===== config.mk =====
export PLATFORM = sky130hd
export DESIGN_NAME = spi_cmd_slave
export DESIGN_NICKNAME = d
export VERILOG_FILES = /design/src/rtl/spi_cmd_pkg.sv /design/src/rtl/spi_in_sync.sv /design/src/rtl/spi_byte_rx.sv /design/src/rtl/spi_cmd_ctrl.sv /design/src/rtl/spi_cmd_slave.sv
export SDC_FILE = /design/constraint.sdc
export NUM_CORES = 1
export LEC_CHECK = 0
export BUFFER_PORTS_ARGS = -buffer_cell sky130_fd_sc_hd__clkbuf_2
export CAP_MARGIN = 5
export CORE_MARGIN = 2
export CORE_UTILIZATION = 32
export CTS_BUF_LIST = sky130_fd_sc_hd__clkbuf_16
export DETAILED_ROUTE_END_ITERATION = 10
export GPL_ROUTABILITY_DRIVEN = 0
export PLACE_DENSITY_LB_ADDON = 0.1
export SLEW_MARGIN = 20
export SYNTH_ARGS = -nofsm -noshare
export SYNTH_HDL_FRONTEND = slang
export SYNTH_SLANG_ARGS = --single-unit

===== constraint.sdc =====
create_clock -name clk -period 1.7 [get_ports clk]
set_input_delay 0.17 -clock clk [delete_from_list [all_inputs] [get_ports clk]]
set_output_delay 0.17 -clock clk [all_outputs]
set_load 0.02 [all_outputs]

===== src/rtl/spi_cmd_pkg.sv =====
package spi_cmd_pkg;

  typedef enum logic [7:0] {
    OP_KEY    = 8'h01,
    OP_BLOCK  = 8'h02,
    OP_ENC    = 8'h03,
    OP_DEC    = 8'h04,
    OP_STATUS = 8'h05,
    OP_RESULT = 8'h06
  } op_e;

  // Byte lane i of a wide word (lane 0 = least significant).
  function automatic logic [7:0] lane_of(input logic [63:0] v, input int unsigned i);
    return 8'(v >> (i * 8));
  endfunction

  // Next serial-out byte of a transfer, MSB leaves first.
  function automatic logic [7:0] shift_out(input logic [7:0] b);
    return {b[6:0], 1'b0};
  endfunction

endpackage


===== src/rtl/spi_in_sync.sv =====
module spi_in_sync #(
  parameter int STAGES = 2
) (
  input  logic clk,
  input  logic rst_n,
  input  logic sck_i,
  input  logic csn_i,
  input  logic mosi_i,
  output logic sck_rise,
  output logic sck_fall,
  output logic cs_active,
  output logic mosi_s
);

  logic [STAGES:0]   sck_ff;
  logic [STAGES-1:0] csn_ff;
  logic [STAGES-1:0] mosi_ff;

  always_ff @(posedge clk or negedge rst_n) begin
    if (!rst_n) begin
      sck_ff  <= '1;
      csn_ff  <= '1;
      mosi_ff <= '0;
    end else begin
      sck_ff  <= {sck_ff[STAGES-1:0], sck_i};
      csn_ff  <= {csn_ff[STAGES-2:0], csn_i};
      mosi_ff <= {mosi_ff[STAGES-2:0], mosi_i};
    end
  end

  assign sck_rise  = sck_ff[STAGES-1] & ~sck_ff[STAGES];
  assign sck_fall  = ~sck_ff[STAGES-1] & sck_ff[STAGES];
  assign cs_active = ~csn_ff[STAGES-1];
  assign mosi_s    = mosi_ff[STAGES-1];

endmodule


===== src/rtl/spi_byte_rx.sv =====
module spi_byte_rx (
  input  logic       clk,
  input  logic       rst_n,
  input  logic       cs_active,
  input  logic       sck_rise,
  input  logic       mosi_s,
  output logic       byte_valid,
  output logic [7:0] byte_data,
  output logic [2:0] bit_cnt
);

  logic [6:0] sh_q;

  always_ff @(posedge clk or negedge rst_n) begin
    if (!rst_n) begin
      sh_q       <= '0;
      bit_cnt    <= '0;
      byte_valid <= 1'b0;
      byte_data  <= '0;
    end else if (!cs_active) begin
      sh_q       <= '0;
      bit_cnt    <= '0;
      byte_valid <= 1'b0;
    end else begin
      byte_valid <= 1'b0;
      if (sck_rise) begin
        bit_cnt <= bit_cnt + 3'd1;
        if (bit_cnt == 3'd7) begin
          byte_data  <= {sh_q, mosi_s};
          byte_valid <= 1'b1;
          sh_q       <= '0;
        end else begin
          sh_q <= {sh_q[5:0], mosi_s};
        end
      end
    end
  end

  AST_BYTE_AFTER_RISE: assert property (@(posedge clk) disable iff (!rst_n)
    byte_valid |-> $past(sck_rise));
  AST_BITCNT_IDLE: assert property (@(posedge clk) disable iff (!rst_n)
    !cs_active |=> (bit_cnt == 3'd0 && !byte_valid));

endmodule


===== src/rtl/spi_cmd_ctrl.sv =====
module spi_cmd_ctrl
  import spi_cmd_pkg::*;
#(
  parameter int KEY_W = 64,
  parameter int BLK_W = 32,
  parameter int RES_W = 32
) (
  input  logic             clk,
  input  logic             rst_n,
  input  logic             cs_active,
  input  logic             byte_valid,
  input  logic [7:0]       byte_data,
  input  logic [2:0]       bit_cnt,
  input  logic             sck_fall,
  input  logic             done_i,
  input  logic [RES_W-1:0] result_i,
  output logic [KEY_W-1:0] key_o,
  output logic [BLK_W-1:0] block_o,
  output logic             enc_start_o,
  output logic             dec_start_o,
  output logic             mode_o,
  output logic             miso_o
);

  localparam int KEY_BYTES = KEY_W / 8;
  localparam int BLK_BYTES = BLK_W / 8;
  localparam int RES_BYTES = RES_W / 8;
  localparam int IDX_W     = $clog2(KEY_BYTES + 1);
  localparam logic [IDX_W-1:0] IDX_MAX = IDX_W'(KEY_BYTES);

  logic [7:0]       cmd_q;
  logic             have_cmd_q;
  logic [IDX_W-1:0] idx_q;
  logic [7:0]       tx_q;
  logic [7:0]       next_byte;

  // Named internal events.
  logic cmd_ev, data_ev, wr_key_ev, wr_blk_ev, tx_load_ev, tx_shift_ev;
  assign cmd_ev      = byte_valid && !have_cmd_q;
  assign data_ev     = byte_valid && have_cmd_q;
  assign wr_key_ev   = data_ev && (cmd_q == OP_KEY) && (idx_q < IDX_W'(KEY_BYTES));
  assign wr_blk_ev   = data_ev && (cmd_q == OP_BLOCK) && (idx_q < IDX_W'(BLK_BYTES));
  assign tx_load_ev  = cs_active && sck_fall && (bit_cnt == 3'd0);
  assign tx_shift_ev = cs_active && sck_fall && (bit_cnt != 3'd0);

  // Command state and byte index.
  always_ff @(posedge clk or negedge rst_n) begin
    if (!rst_n) begin
      cmd_q      <= '0;
      have_cmd_q <= 1'b0;
      idx_q      <= '0;
    end else if (!cs_active) begin
      cmd_q      <= '0;
      have_cmd_q <= 1'b0;
      idx_q      <= '0;
    end else if (cmd_ev) begin
      cmd_q      <= byte_data;
      have_cmd_q <= 1'b1;
      idx_q      <= '0;
    end else if (data_ev && idx_q != IDX_MAX) begin
      idx_q <= idx_q + 1'b1;
    end
  end

  // Start strobes and direction.
  always_ff @(posedge clk or negedge rst_n) begin
    if (!rst_n) begin
      enc_start_o <= 1'b0;
      dec_start_o <= 1'b0;
      mode_o      <= 1'b0;
    end else begin
      enc_start_o <= cmd_ev && (byte_data == OP_ENC);
      dec_start_o <= cmd_ev && (byte_data == OP_DEC);
      if (cmd_ev && byte_data == OP_ENC) mode_o <= 1'b0;
      else if (cmd_ev && byte_data == OP_DEC) mode_o <= 1'b1;
    end
  end

  // Byte-lane registers.
  for (genvar g = 0; g < KEY_BYTES; g++) begin : g_key_lane
    always_ff @(posedge clk or negedge rst_n) begin
      if (!rst_n) key_o[g*8 +: 8] <= '0;
      else if (wr_key_ev && idx_q == IDX_W'(g)) key_o[g*8 +: 8] <= byte_data;
    end
  end

  for (genvar g = 0; g < BLK_BYTES; g++) begin : g_blk_lane
    always_ff @(posedge clk or negedge rst_n) begin
      if (!rst_n) block_o[g*8 +: 8] <= '0;
      else if (wr_blk_ev && idx_q == IDX_W'(g)) block_o[g*8 +: 8] <= byte_data;
    end
  end

  // Byte the master reads next.
  always_comb begin
    next_byte = '0;
    if (have_cmd_q) begin
      if (cmd_q == OP_STATUS && idx_q == '0)
        next_byte = {7'b0, done_i};
      else if (cmd_q == OP_RESULT && idx_q < IDX_W'(RES_BYTES))
        next_byte = lane_of(64'(result_i), int'(idx_q));
    end
  end

  always_ff @(posedge clk or negedge rst_n) begin
    if (!rst_n) tx_q <= '0;
    else if (!cs_active) tx_q <= '0;
    else if (tx_load_ev) tx_q <= next_byte;
    else if (tx_shift_ev) tx_q <= shift_out(tx_q);
  end

  assign miso_o = tx_q[7];

  AST_ONE_START: assert property (@(posedge clk) disable iff (!rst_n)
    $onehot0({enc_start_o, dec_start_o}));
  AST_START_SHORT: assert property (@(posedge clk) disable iff (!rst_n)
    (enc_start_o || dec_start_o) |=> !(enc_start_o || dec_start_o));
  AST_MODE_HOLD: assert property (@(posedge clk) disable iff (!rst_n)
    !(enc_start_o || dec_start_o) |-> $stable(mode_o));
  AST_KEY_HOLD: assert property (@(posedge clk) disable iff (!rst_n)
    !wr_key_ev |=> $stable(key_o));
  AST_BLK_HOLD: assert property (@(posedge clk) disable iff (!rst_n)
    !wr_blk_ev |=> $stable(block_o));
  AST_IDX_BOUND: assert property (@(posedge clk) disable iff (!rst_n)
    idx_q <= IDX_MAX);
  AST_MISO_HOLD: assert property (@(posedge clk) disable iff (!rst_n)
    (cs_active && !sck_fall) |=> $stable(miso_o));
  AST_IDLE_CLEAR: assert property (@(posedge clk) disable iff (!rst_n)
    !cs_active |=> (tx_q == 8'h00 && !have_cmd_q));

endmodule


===== src/rtl/spi_cmd_slave.sv =====
module spi_cmd_slave #(
  parameter int SYNC_STAGES = 2,
  parameter int KEY_W       = 64,
  parameter int BLK_W       = 32,
  parameter int RES_W       = 32
) (
  input  logic             clk,
  input  logic             rst_n,
  input  logic             sck_i,
  input  logic             csn_i,
  input  logic             mosi_i,
  output logic             miso_o,
  output logic [KEY_W-1:0] key_o,
  output logic [BLK_W-1:0] block_o,
  output logic             enc_start_o,
  output logic             dec_start_o,
  output logic             mode_o,
  input  logic             done_i,
  input  logic [RES_W-1:0] result_i
);

  logic       sck_rise, sck_fall, cs_active, mosi_s;
  logic       byte_valid;
  logic [7:0] byte_data;
  logic [2:0] bit_cnt;

  spi_in_sync #(.STAGES(SYNC_STAGES)) i_sync (
    .clk(clk), .rst_n(rst_n), .sck_i(sck_i), .csn_i(csn_i), .mosi_i(mosi_i),
    .sck_rise(sck_rise), .sck_fall(sck_fall), .cs_active(cs_active), .mosi_s(mosi_s)
  );

  spi_byte_rx i_rx (
    .clk(clk), .rst_n(rst_n), .cs_active(cs_active), .sck_rise(sck_rise),
    .mosi_s(mosi_s), .byte_valid(byte_valid), .byte_data(byte_data), .bit_cnt(bit_cnt)
  );

  spi_cmd_ctrl #(.KEY_W(KEY_W), .BLK_W(BLK_W), .RES_W(RES_W)) i_ctrl (
    .clk(clk), .rst_n(rst_n), .cs_active(cs_active), .byte_valid(byte_valid),
    .byte_data(byte_data), .bit_cnt(bit_cnt), .sck_fall(sck_fall),
    .done_i(done_i), .result_i(result_i), .key_o(key_o), .block_o(block_o),
    .enc_start_o(enc_start_o), .dec_start_o(dec_start_o), .mode_o(mode_o),
    .miso_o(miso_o)
  );

endmodule


### After elaboration in Yosys (flattened, before gate mapping)

Cells that the tools add are included.

* output and inout port bits: 100
* word-level logic and storage cells: 110
* register bits: 146

* add/subtract/negate cells: 2
* order comparisons: 2
* shift-type cells: 1
* reduce and logical (&&, ||, !) cells: 36
* bitwise gates (word level): 5
* muxes and demuxes: 23
* eq/ne operators: 15

Operator list (count)
* 8-bit 2-to-1 mux: 8
* 32-bit by 7-bit >> shifter with 8-bit output: 1
* 1-bit logical AND: 26
* 8-bit by 3-bit equality test with 1-bit output, second input constant: 3
* 7-bit 2-to-1 mux: 3
* 4-bit by 3-bit equality test with 1-bit output, second input constant: 4
* 8-bit by 2-bit equality test with 1-bit output, second input constant: 2
* 4-bit 2-to-1 mux: 3
* 3-bit nonzero test: 3
* 4-bit by 2-bit equality test with 1-bit output, second input constant: 2
* 8-bit by 1-bit equality test with 1-bit output, second input constant: 1
* 1-bit 2-to-1 mux: 7
* 3-bit 2-to-1 mux: 2
* 2-bit nonzero test: 3
* 4-bit by 1-bit adder with 4-bit output, second input constant: 1
* 4-bit by 1-bit equality test with 1-bit output, second input constant: 1
* 4-bit logical NOT: 1
* 4-bit by 3-bit less-than comparator with 1-bit output, second input constant: 1
* 4-bit less-than comparator, second input constant: 1
* 4-bit inequality test, second input constant: 1
* 3-bit by 1-bit adder with 3-bit output, second input constant: 1
* 3-bit equality test, second input constant: 1
* 3-bit logical NOT: 1
* 1-bit NOT: 3
* other kinds (3): 4

### Logic depth before layout (Yosys ltp)

Gate-level depths: netlist of run 1.

* depth in word-level cells: 7
* mapped depth: 7
* mapped depth without buffers: 6

### Modules after synthesis

A second synthesis of run 1 with hierarchy kept.

* cell total of the unflattened synthesis: 438
* area, all modules: 6212.2 um^2

Modules (own cells, without submodules)
* spi_cmd_ctrl: seq. area each 3002.9 um^2, cells each 366, area each 5168.7 um^2, instances 1
* spi_byte_rx: seq. area each 475.5 um^2, cells each 62, area each 843.3 um^2, instances 1
* spi_in_sync: seq. area each 181.4 um^2, cells each 10, area each 200.2 um^2, instances 1

### Worst setup path after synthesis of run 1

Ideal clock, no wire load.

* path kind: flip-flop to flip-flop
* from: reg i_ctrl.idx_q[1]
* to: reg i_ctrl.idx_q[2]
* required time: 1.623 ns
* path buffers: 1
* arrival: 1.841 ns
* clock period less this slack: 1.919 ns
* stages on the path, launching flop included: 8
* setup slack: -0.219 ns
* cell sequence: dfrtp_1 clkbuf_1 inv_1 ha_1 nor2b_1 a21o_1 or3_1 a21oi_1

* word-level cells in the longest chain between the ends: 4
* elaborated cells between the ends (all ways): 7
* classes of those cells: add/sub (1); eq/ne (1); mux (3); reduce/logical (2)

RTL lines
* from (decl): line spi_cmd_ctrl.sv:33 `logic [IDX_W-1:0] idx_q;`
* from (signal assigned): line spi_cmd_ctrl.sv:61 `idx_q <= idx_q + 1'b1;`
* 4-bit by 1-bit adder with 4-bit output: line spi_cmd_ctrl.sv:61
* 4-bit 2-to-1 mux: line spi_cmd_ctrl.sv:60 `end else if (data_ev && idx_q != IDX_MAX) begin`
* 4-bit 2-to-1 mux: line spi_cmd_ctrl.sv:56 `end else if (cmd_ev) begin`
* 4-bit 2-to-1 mux: line spi_cmd_ctrl.sv:52 `end else if (!cs_active) begin`

Parallel ways exist; a longest one is shown, timed or not. The select of a mux whose other input is x is not followed.
A chain may end at the register's enable or synchronous reset.

### Worst setup path in the final report of run 1

* from: reg i_ctrl.cmd_q[5]
* to: reg i_ctrl.key_o[51]

* word-level cells in the longest chain between the ends: 4

RTL lines
* from (decl): line spi_cmd_ctrl.sv:31 `logic [7:0] cmd_q;`
* from (signal assigned): line spi_cmd_ctrl.sv:57 `cmd_q <= byte_data;`
* 8-bit by 1-bit equality test with 1-bit output: line spi_cmd_ctrl.sv:41 `assign wr_key_ev = data_ev && (cmd_q == OP_KEY) && (idx_q < IDX_W'(KEY_BYTES));`
* 1-bit logical AND (2 in series): line spi_cmd_ctrl.sv:41
* 1-bit logical AND: line spi_cmd_ctrl.sv:83 `else if (wr_key_ev && idx_q == IDX_W'(g)) key_o[g*8 +: 8] <= byte_data;`
* to (signal, indexed assignment): line spi_cmd_ctrl.sv:83
* to (decl): line spi_cmd_ctrl.sv:17 `output logic [KEY_W-1:0] key_o,`

No other way between the ends.

==> results.json, run 1 <==
{
  "io_pins": 138,
  "portBuffers": 137,
  "syn2layout_area_growth_pct": 36.8,
  "fmax_ghz": 0.545,
  "num-fill-cells": 1714,
  "place_inst": 826,
  "die_w_um": 142,
  "initial_core_util_pct": 32.7,
  "synth_edf_count": 0,
  "regArea_um2": 3660,
  "worst_slew_pin_slew_ns": 0.727,
  "yosys.area.top_type": "dfrtp_1",
  "cp-startpoint": "i_ctrl.cmd_q[5]",
  "core_area_um2": 18700,
  "dieHeight_um": 142,
  "gr-total-overflow": 0,
  "ys_types": 42,
  "ys_async_sr_fraction_pct": 100,
  "rsz0062_at_grt": "true",
  "p_leak_nw": 4.30,
  "grt_use_total_pct": 16.2,
  "clk_pin_slew_ns": 0.06,
  "numCtsBuffers": 17,
  "rrSetupSlack_ns": -0.14,
  "path_max_fanout": 8,
  "slew_viol_final": 0,
  "pre_cts_ws_ns": -0.174,
  "vias": 4141,
  "cp_cell_sequence": "nor4_4 > and4b_1 > buf_12 > nand3_4 > mux2_4",
  "r2r_end": "i_ctrl.key_o[51]",
  "hold_depth": 4,
  "multiInputGateArea_um2": 2550,
  "finClkSkew_ns": 0.00959,
  "grt_max_degree": 57,
  "grt_pass1_wl_um": 24900,
  "fin_ws_ns": -0.135,
  "design_power_total_mw": 7.49,
  "stdcell_area_um2": 8360,
  "synth-seq-cells": 146,
  "cts_tree": "done",
  "drc_errors": 0,
  "rows": 50,
  "cp_data_arrival_time_ns": 2.14,
  "clk_path_buf_depth": 2,
  "placed_cell_area_um2": 7420,
  "cp_top_family": "simple AND/OR/NAND/NOR gates",
  "antenna_found_initial": 0,
  "post_drt_wl_per_cell_um": 17.8,
  "yosysWarnings": 0,
  "syn_area_um2": 6110,
  "die-area_um2": 20200,
  "first_pass_iters": 4,
  "relSlewSlack_pct": 51.5,
  "slowest_delay_ns": 0.40,
  "nNetsFinal": 668,
  "wl_um": 15500,
  "clock_latency_ns": 0.42,
  "layout_min_cycle_time_ns": 1.84,
  "final_common_cell": "dfrtp_1",
  "synthCells": 433,
  "reg2reg_from": "i_ctrl.cmd_q[5]",
  "drive_gt1_share_pct": 56.9,
  "ir_drop_mv": 0.705,
  "cp.depth": 5,
  "synth-seq-area-share_pct": 59.9,
  "slowest_stage": "dfrtp_1",
  "cap_violations": 0,
  "status": "finished, violations left",
  "violations": "setup timing",
  "insertedDiodeCount": 0,
  "cts_root_buffer": "clkbuf_16",
  "layout_common_cells": "dfrtp_1, clkbuf_2, mux2_2, mux2_4, buf_4",
  "avgSynthCellArea_um2": 14.1,
  "viasPerCell": 4.76,
  "synth_nets": 478,
  "crit_end": "i_ctrl.key_o[51]",
  "crit_path_end_kind": "flop",
  "worstPathRequired_ns": 2.00,
  "synthFlopType": "dfrtp_1",
  "setup_viol": 83,
  "fin_hold_ws_ns": 0.145,
  "crit_type": "reg2reg",
  "drtIter0Drc": 139,
  "final.setup.tns_ns": -5.81,
  "final_antenna_net_count": 0,
  "dpl.hpwl_um": 10700,
  "power_per_cell_area_nw_per_um2": 896,
  "period_share_pct": 108,
  "htree_levels": 4,
  "stdcell_count": 870,
  "ys_top_cells_by_area": "dfrtp_1, mux2_2, mux4_2",
  "reg2reg_depth": 5,
  "synth_top_area_share_pct": 57.8,
  "crit_buf_inv": 1,
  "grt_pass1_vias": 4552,
  "hold_viol_final": 0,
  "fin_util_pct": 44.7,
  "clock-sinks": 146,
  "hp-class": "in2reg",
  "start_kind": "flop"
}
worst min-delay path by stage:
stage	to	startpoint	slack [ns]
after detailed placement	i_rx.bit_cnt[1]	rst_n	0.14
after CTS	i_ctrl.tx_q[0]	done_i	0.15
after global routing	i_ctrl.tx_q[0]	done_i	0.16
final	i_ctrl.tx_q[0]	done_i	0.15
after floorplan	i_ctrl.block_o[0]	rst_n	-0.13
after global placement	i_rx.bit_cnt[1]	rst_n	0.12
metal layers:
metal,GRT usage [%],up-vias,share of wire [%]
met5,0,-,0
met4,5.00,0,1.2
met3,5.22,13,5.0
met2,25.8,81,48
met1,21.0,2146,46
li1,-,1901,-
Yosys cell counts, types with 2 or more instances:
master    count
nand3_4       4
buf_2         3
xnor2_1       2
a21oi_1      17
or2_2         2
inv_1        16
mux2_4        8
nand4_1       3
a22oi_1       8
nor3_1        2
nand2b_1      4
buf_1         2
nand2_1      19
mux4_2        8
mux2_1        3
nor2_2        4
dfrtp_1     141
mux2i_1       3
nor2_1       18
nand4_2       2
dfstp_2       5
o21ai_0      13
clkbuf_1     15
nor3b_1       9
nand3_1       2
nor2b_1       6
mux2_2       92
ha_1          7
nor4bb_1      2
final cells by class:
type                       instances  share of cell area (%)
sequential                       146                    43.8
tap                              234                    3.50
inverter                          16                   0.718
clock buffer                      17                    5.09
clock inverter                    15                    1.98
multi-input combinational        250                    30.5
timing repair buffer             192                    14.4
tightest hold or removal path, cell delays in order:
cell and delay (ns):
clkbuf_2 0.08, nand3_1 0.09, o2bb2a_1 0.15, o21ai_2 0.05
what timing repair did:
item	4_1_cts	5_1_grt
buffers inserted	3	5
hold buffers	4	0
hold endpoints to repair	39	0
pin swaps	9	5
cloned	0	1
endpoints found under the setup margin	105	113
resized for setup	39	25
kinds of logic (layout without fill, tap and decap cells):
group           after synthesis  in the layout  synth area share, %
fa+ha+maj                     7              7                 1.43
xor+xnor                      2              2                0.287
compound gates               41             41                 3.87
mux                         114            114                 22.9
simple gates                 86             86                 9.13
buf+inv                      37            240                 2.46
flops                       146            146                 59.9
report_power, final:
part | leakage [nW] | total (mW) | internal [mW] | switching [mW]
Combinational | 1.99 | 0.216 | 0.0905 | 0.126
Sequential | 2.02 | 3.50 | 3.49 | 0.00995
Clock | 0.287 | 3.77 | 2.29 | 1.47
Total | 4.30 | 7.49 | 5.88 | 1.61
state kept, by name, indices dropped and copies added (netlist names):
name                flops
i_ctrl.have_cmd_q       1
i_rx.byte_valid         1
i_rx.byte_data          8
i_ctrl.idx_q            4
i_ctrl.enc_start_o      1
i_ctrl.block_o         32
i_ctrl.tx_q             8
i_sync.sck_ff           3
i_sync.csn_ff           2
i_ctrl.dec_start_o      1
i_ctrl.key_o           64
i_ctrl.mode_o           1
i_ctrl.cmd_q            8
i_rx.bit_cnt            3
i_sync.mosi_ff          2
i_rx.sh_q               7
No activity file was read; power rests on OpenSTA's default activity.
==> run 2: changes to the inputs <==
--- a/config.mk
+++ b/config.mk
@@ -7,6 +7,8 @@
 export LEC_CHECK = 0
 export BUFFER_PORTS_ARGS = -buffer_cell sky130_fd_sc_hd__clkbuf_2
 export CAP_MARGIN = 5
+export CELL_PAD_IN_SITES_DETAIL_PLACEMENT = 1
+export CELL_PAD_IN_SITES_GLOBAL_PLACEMENT = 1
 export CORE_MARGIN = 2
 export CORE_UTILIZATION = 32
 export CTS_BUF_LIST = sky130_fd_sc_hd__clkbuf_16
==> constraint.sdc (replaced) <==
create_clock -name clk -period 1.85 [get_ports clk]
set_input_delay 0.185 -clock clk [delete_from_list [all_inputs] [get_ports clk]]
set_output_delay 0.185 -clock clk [all_outputs]
set_load 0.02 [all_outputs]
==> run 2 against run 1 <==
Against the previous run: the run still ends with setup timing left; register-to-register slack improved by 0.12 ns; critical path depth stayed put; final cell count down 1.6%; sequential cell count unchanged; highest routed layer unchanged; fmax down 1.6%; global-route usage rose by 0.99 points; combinational power down 11%.
==> results.json, run 2 (synthesized netlist as in run 1, its figures left out) <==
{
  "antenna_found_initial": 0,
  "fmax_ghz": 0.536,
  "hold_viol_final": 0,
  "switching_power_mw": 1.51,
  "gr-total-overflow": 0,
  "fin_util_pct": 43.4,
  "drc_errors": 0,
  "slew_viol_final": 0,
  "core_area_um2": 18700,
  "clk_pin_slew_ns": 0.06,
  "viasPerCell": 4.77,
  "die-area_um2": 20200,
  "largest_register": "i_ctrl.key_o",
  "vias": 4082,
  "final_antenna_net_count": 0,
  "clock_latency_ns": 0.42,
  "worstHoldStart": "done_i",
  "path_max_fanout": 8,
  "setup_viol": 14,
  "crit_type": "reg2reg",
  "design_power_total_mw": 6.66,
  "cts_tree": "done",
  "insertedDiodeCount": 0,
  "initial_core_util_pct": 32.7,
  "post_drt_wl_per_cell_um": 19.1,
  "final_common_cell": "dfrtp_1",
  "finClkSkew_ns": 0.00801,
  "cts_root_buffer": "clkbuf_16",
  "seq_power_share_pct": 48.4,
  "largest_reg_flops": 64,
  "io_pins": 138,
  "slowest_delay_ns": 0.40,
  "cp_cell_sequence": "nor4_4 > nand4_1 > nor2_2 > buf_12 > mux2_2",
  "clock-sinks": 146,
  "cp_data_arrival_time_ns": 2.16,
  "grt_pass1_wl_um": 25900,
  "fin_hold_ws_ns": 0.206,
  "placed_cell_area_um2": 7360,
  "die_w_um": 142,
  "grt_max_degree": 56,
  "crit_path_end_kind": "flop",
  "power_per_cell_area_nw_per_um2": 820,
  "rrSetupSlack_ns": -0.01,
  "nNetsFinal": 654,
  "internal_power_mw": 5.15,
  "portBuffers": 137,
  "p_leak_nw": 4.19,
  "rows": 50,
  "p_sw_share_pct": 22.7,
  "reg2reg_depth": 5,
  "cap_violations": 0,
  "cp_top_family": "simple AND/OR/NAND/NOR gates",
  "grt_pass1_vias": 4547,
  "drtIter0Drc": 130,
  "hold_depth": 4,
  "worstPathRequired_ns": 2.15,
  "wl_um": 16300,
  "syn2layout_area_growth_pct": 32.9,
  "numCtsBuffers": 17,
  "hp-class": "in2reg",
  "rsz0062_at_grt": "true",
  "ir_drop_mv": 0.630,
  "drive_gt1_share_pct": 54.5,
  "reg2reg_from": "i_ctrl.cmd_q[5]",
  "dpl.hpwl_um": 11400,
  "htree_levels": 4,
  "crit_buf_inv": 1,
  "status": "finished, violations left",
  "worstHoldEndpoint": "i_ctrl.tx_q[0]",
  "r2r_end": "i_ctrl.key_o[16]",
  "slowest_stage": "dfrtp_1",
  "dieHeight_um": 142,
  "grt_use_total_pct": 17.2,
  "stdcell_area_um2": 8120,
  "layout_common_cells": "dfrtp_1, clkbuf_2, mux2_2, mux2_4, buf_4",
  "start_kind": "flop",
  "clk_path_buf_depth": 2,
  "power_frac_comb_pct": 2.9,
  "period_share_pct": 101,
  "reg_top3": "i_ctrl.key_o: 64 flops, i_ctrl.block_o: 32 flops",
  "clkPwrFrac_pct": 48.7,
  "worst_slew_pin_slew_ns": 0.616,
  "relSlewSlack_pct": 58.9,
  "layout_min_cycle_time_ns": 1.86,
  "first_pass_iters": 4,
  "fin_ws_ns": -0.0148,
  "final.setup.tns_ns": -0.0745,
  "violations": "setup timing"
}
[run 2: changes by cell type in the layout (fill, tap and decap cells not counted), moves of 3 or more]
cell and change:
mux2_2 +6, o21ai_2 -3, buf_4 -12, o21ai_1 -5
mux2_4 -7, ha_1 +5, ha_2 -3, o21ai_0 +8
clkinv_1 -3
[run 2: worst max path at each step]
stage               cells past startpoint       startpoint               end  slack [ns]
finish                                  5  i_ctrl.cmd_q[5]  i_ctrl.key_o[16]       -0.01
detailed placement                      6  i_rx.bit_cnt[0]    i_ctrl.tx_q[6]       -0.22
floorplan                               7  i_ctrl.idx_q[0]   i_ctrl.idx_q[2]        0.05
CTS                                     5  i_ctrl.cmd_q[5]  i_ctrl.key_o[50]       -0.02
global route                            5  i_ctrl.cmd_q[5]  i_ctrl.key_o[48]       -0.11
global placement                        6  i_rx.bit_cnt[0]    i_ctrl.tx_q[5]       -0.11
[run 2: power groups by stage]
stage	logic [mW]	clock network [mW]	registers, mW
2_1_floorplan	0.0496	0	3.27
3_3_place_gp	0.184	0	3.28
3_5_place_dp	0.189	0	3.28
4_1_cts	0.198	3.34	3.22
5_1_grt	0.217	3.51	3.22
6_report	0.192	3.24	3.22
[run 2: layout make-up]
class,instances,area [um2]
timing repair buffer,178,1100
clock inverter,15,135
tap,234,293
sequential,146,3660
clock buffer,17,425
inverter,16,60.1
multi-input combinational,250,2450
fill,1961,10600
[run 2: layer usage]
metal	vias to the layer above	global-route usage, %	share of wire [%]
li1	1871	-	-
met1	2113	21.6	44
met2	85	28.6	50
met3	13	5.32	4.8
met4	0	4.89	0.94
met5	-	0	0
[run 2: worst reg2reg max path, cell delays in order (launching register included)]
cell and delay [ns]:
dfrtp_1 0.40, nor4_4 0.37, nand4_1 0.25, nor2_2 0.22
buf_12 0.16, mux2_2 0.34
[run 2: repair_timing]
item,4_1_cts,5_1_grt
hold endpoints to repair,44,0
pin swaps,4,8
endpoints found under the setup margin,50,111
setup buffers,1,0
hold buffers,4,0
gates resized for setup,3,32
[run 2: stage by stage]
stage          instances  worst slack [ns]
2_1_floorplan        433            0.0527
3_3_place_gp         819            -0.113
3_5_place_dp         819            -0.223
4_1_cts              856           -0.0219
5_1_grt              856            -0.110
6_report             856           -0.0148
==> run 3: changes to the inputs <==
--- a/config.mk
+++ b/config.mk
@@ -9,7 +9,6 @@
 export CAP_MARGIN = 5
 export CELL_PAD_IN_SITES_DETAIL_PLACEMENT = 1
 export CELL_PAD_IN_SITES_GLOBAL_PLACEMENT = 1
-export CORE_MARGIN = 2
 export CORE_UTILIZATION = 32
 export CTS_BUF_LIST = sky130_fd_sc_hd__clkbuf_16
 export DETAILED_ROUTE_END_ITERATION = 10
==> run 3 against run 2 <==
Against the previous run: via count up 1.5%; sequential power about the same; clock power up 6.5%; clock-buffer cell count unchanged; sequential cell count unchanged; cell area up 1.1%; critical endpoint is now i_ctrl.key_o[52]; routed wire length up 0.50%; fmax down 0.41%; final cell count up 0.47%; critical path depth unchanged; first-iteration DRC count down 8.5%; sequential share of layout area down 0.49 points; the run still ends with setup timing left.
==> results.json, run 3 (synthesized netlist as in run 1, its figures left out) <==
{
  "status": "finished, violations left",
  "violations": "setup timing",
  "reg_top3": "i_ctrl.key_o: 64 flops, i_ctrl.block_o: 32 flops",
  "first_pass_iters": 6,
  "design_power_total_mw": 6.87,
  "start_kind": "flop",
  "power_per_cell_area_nw_per_um2": 837,
  "fmax_ghz": 0.534,
  "cp_cell_sequence": "nor4_4 > and4b_1 > buf_12 > nand3_4 > mux2_4",
  "clock_latency_ns": 0.42,
  "wl_um": 16400,
  "die-area_um2": 19600,
  "clkPwrFrac_pct": 50.3,
  "hold_viol_final": 0,
  "clk_pin_slew_ns": 0.06,
  "p_leak_nw": 4.22,
  "dpl.hpwl_um": 11300,
  "grt_pass1_vias": 4569,
  "drive_gt1_share_pct": 54.5,
  "worstPathRequired_ns": 2.15,
  "fin_hold_ws_ns": 0.212,
  "clock-sinks": 146,
  "numCtsBuffers": 17,
  "slowest_delay_ns": 0.41,
  "final_common_cell": "dfrtp_1",
  "grt_max_degree": 47,
  "syn2layout_area_growth_pct": 34.4,
  "initial_core_util_pct": 32.7,
  "ir_drop_mv": 0.659,
  "post_drt_wl_per_cell_um": 19.1,
  "pre_cts_ws_ns": -0.256,
  "grt_use_total_pct": 17.8,
  "hp-class": "in2async",
  "drc_errors": 0,
  "die_w_um": 140,
  "core_area_um2": 18700,
  "cts_root_buffer": "clkbuf_16",
  "slew_viol_final": 0,
  "seq_power_share_pct": 46.9,
  "finClkSkew_ns": 0.00869,
  "slowest_stage": "dfrtp_1",
  "antenna_found_initial": 0,
  "htree_levels": 4,
  "io_pins": 138,
  "fin_ws_ns": -0.0224,
  "path_max_fanout": 8,
  "internal_power_mw": 5.40,
  "largest_register": "i_ctrl.key_o",
  "layout_common_cells": "dfrtp_1, clkbuf_2, mux2_2, mux2_4, buf_4",
  "num-fill-cells": 1937,
  "crit_type": "reg2reg",
  "cp_data_arrival_time_ns": 2.18,
  "switching_power_mw": 1.47,
  "p_sw_share_pct": 21.5,
  "drtIter0Drc": 119,
  "power_frac_comb_pct": 2.8,
  "relSlewSlack_pct": 58.4,
  "viasPerCell": 4.82,
  "worst_slew_pin_slew_ns": 0.624,
  "crit_path_end_kind": "flop",
  "rows": 50,
  "gr-total-overflow": 0,
  "portBuffers": 137,
  "cap_violations": 0,
  "nNetsFinal": 658,
  "period_share_pct": 101,
  "vias": 4143,
  "rsz0062_at_grt": "true",
  "setup_viol": 8,
  "fin_util_pct": 43.9,
  "cts_tree": "done",
  "final_antenna_net_count": 0,
  "dieHeight_um": 140,
  "clk_path_buf_depth": 2,
  "largest_reg_flops": 64,
  "layout_min_cycle_time_ns": 1.87,
  "grt_pass1_wl_um": 26400,
  "insertedDiodeCount": 0
}
[run 3: cell count changes in the layout (fill, tap and decap cells not counted), moves of 3 or more]
| cell | delta |
|---|---|
| nor2_4 | +4 |
| mux2_2 | -6 |
| mux2_4 | +7 |
| nor2_2 | -4 |
| clkinv_1 | +3 |
[run 3: routing by layer]
layer	part of all wire [%]	track usage [%]	wire (um)	vias up
li1	-	-	-	1888
met1	45	23.1	7420	2166
met2	49	29.3	8060	76
met3	4.5	4.72	739	13
met4	1.0	5.38	168	0
met5	0	0	0	-
[run 3: power by group through the flow]
stage                     Combinational [mW]  Sequential, mW  Clock [mW]
after floorplan                       0.0496            3.27           0
after global routing                   0.219            3.22        3.68
after CTS                              0.198            3.22        3.55
after global placement                 0.185            3.28           0
after detailed placement               0.189            3.28           0
final                                  0.192            3.22        3.45
[run 3: critical path, delay by kind of cell, from the launching register on]
kind | cells | cell delay (ns)
flops | 1 | 0.41
buf+inv | 1 | 0.15
simple gates | 3 | 0.84
mux | 1 | 0.35
[run 3: layout make-up]
class	instances	area, um2	share of cell area, %
Sequential cell	146	3660	44.6
Multi-Input combinational cell	250	2470	30.1
Timing Repair Buffer	182	1130	13.8
Clock buffer	17	425	5.18
Tap cell	234	293	3.57
Clock inverter	15	165	2.01
Inverter	16	60.1	0.731
[run 3: worst paths after layout]
check                                      start          endpoint  slack [ns]  cells past startpoint
worst max register to register   i_ctrl.cmd_q[5]  i_ctrl.key_o[52]       -0.02                      5
max in group asynchronous                  rst_n   i_ctrl.key_o[8]        0.91                      3
min in group clk                          done_i    i_ctrl.tx_q[0]        0.21                      4
worst min-delay path                       rst_n    i_ctrl.tx_q[4]        0.21                      2
worst min register to register  i_sync.csn_ff[0]  i_sync.csn_ff[1]        0.36                      0
worst max-delay path             i_ctrl.cmd_q[5]  i_ctrl.key_o[52]       -0.02                      5
[run 3: metrics by stage]
step                      instances  area, um2  TNS (ns)
after floorplan                 433       6110         0
after global placement          820       7370     -1.56
after detailed placement        820       7370     -4.06
after CTS                       859       8030    -0.200
after global routing            860       8210     -4.74
final                           860       8210    -0.109
[run 3: timing repair]
| item | CTS | global route |
|---|---|---|
| endpoints found under the hold margin | 113 | 0 |
| setup buffers | 3 | 1 |
| resized for setup | 2 | 43 |
| endpoints found under the setup margin | 73 | 108 |
| pin swaps | 6 | 4 |
| hold buffers | 4 | 0 |
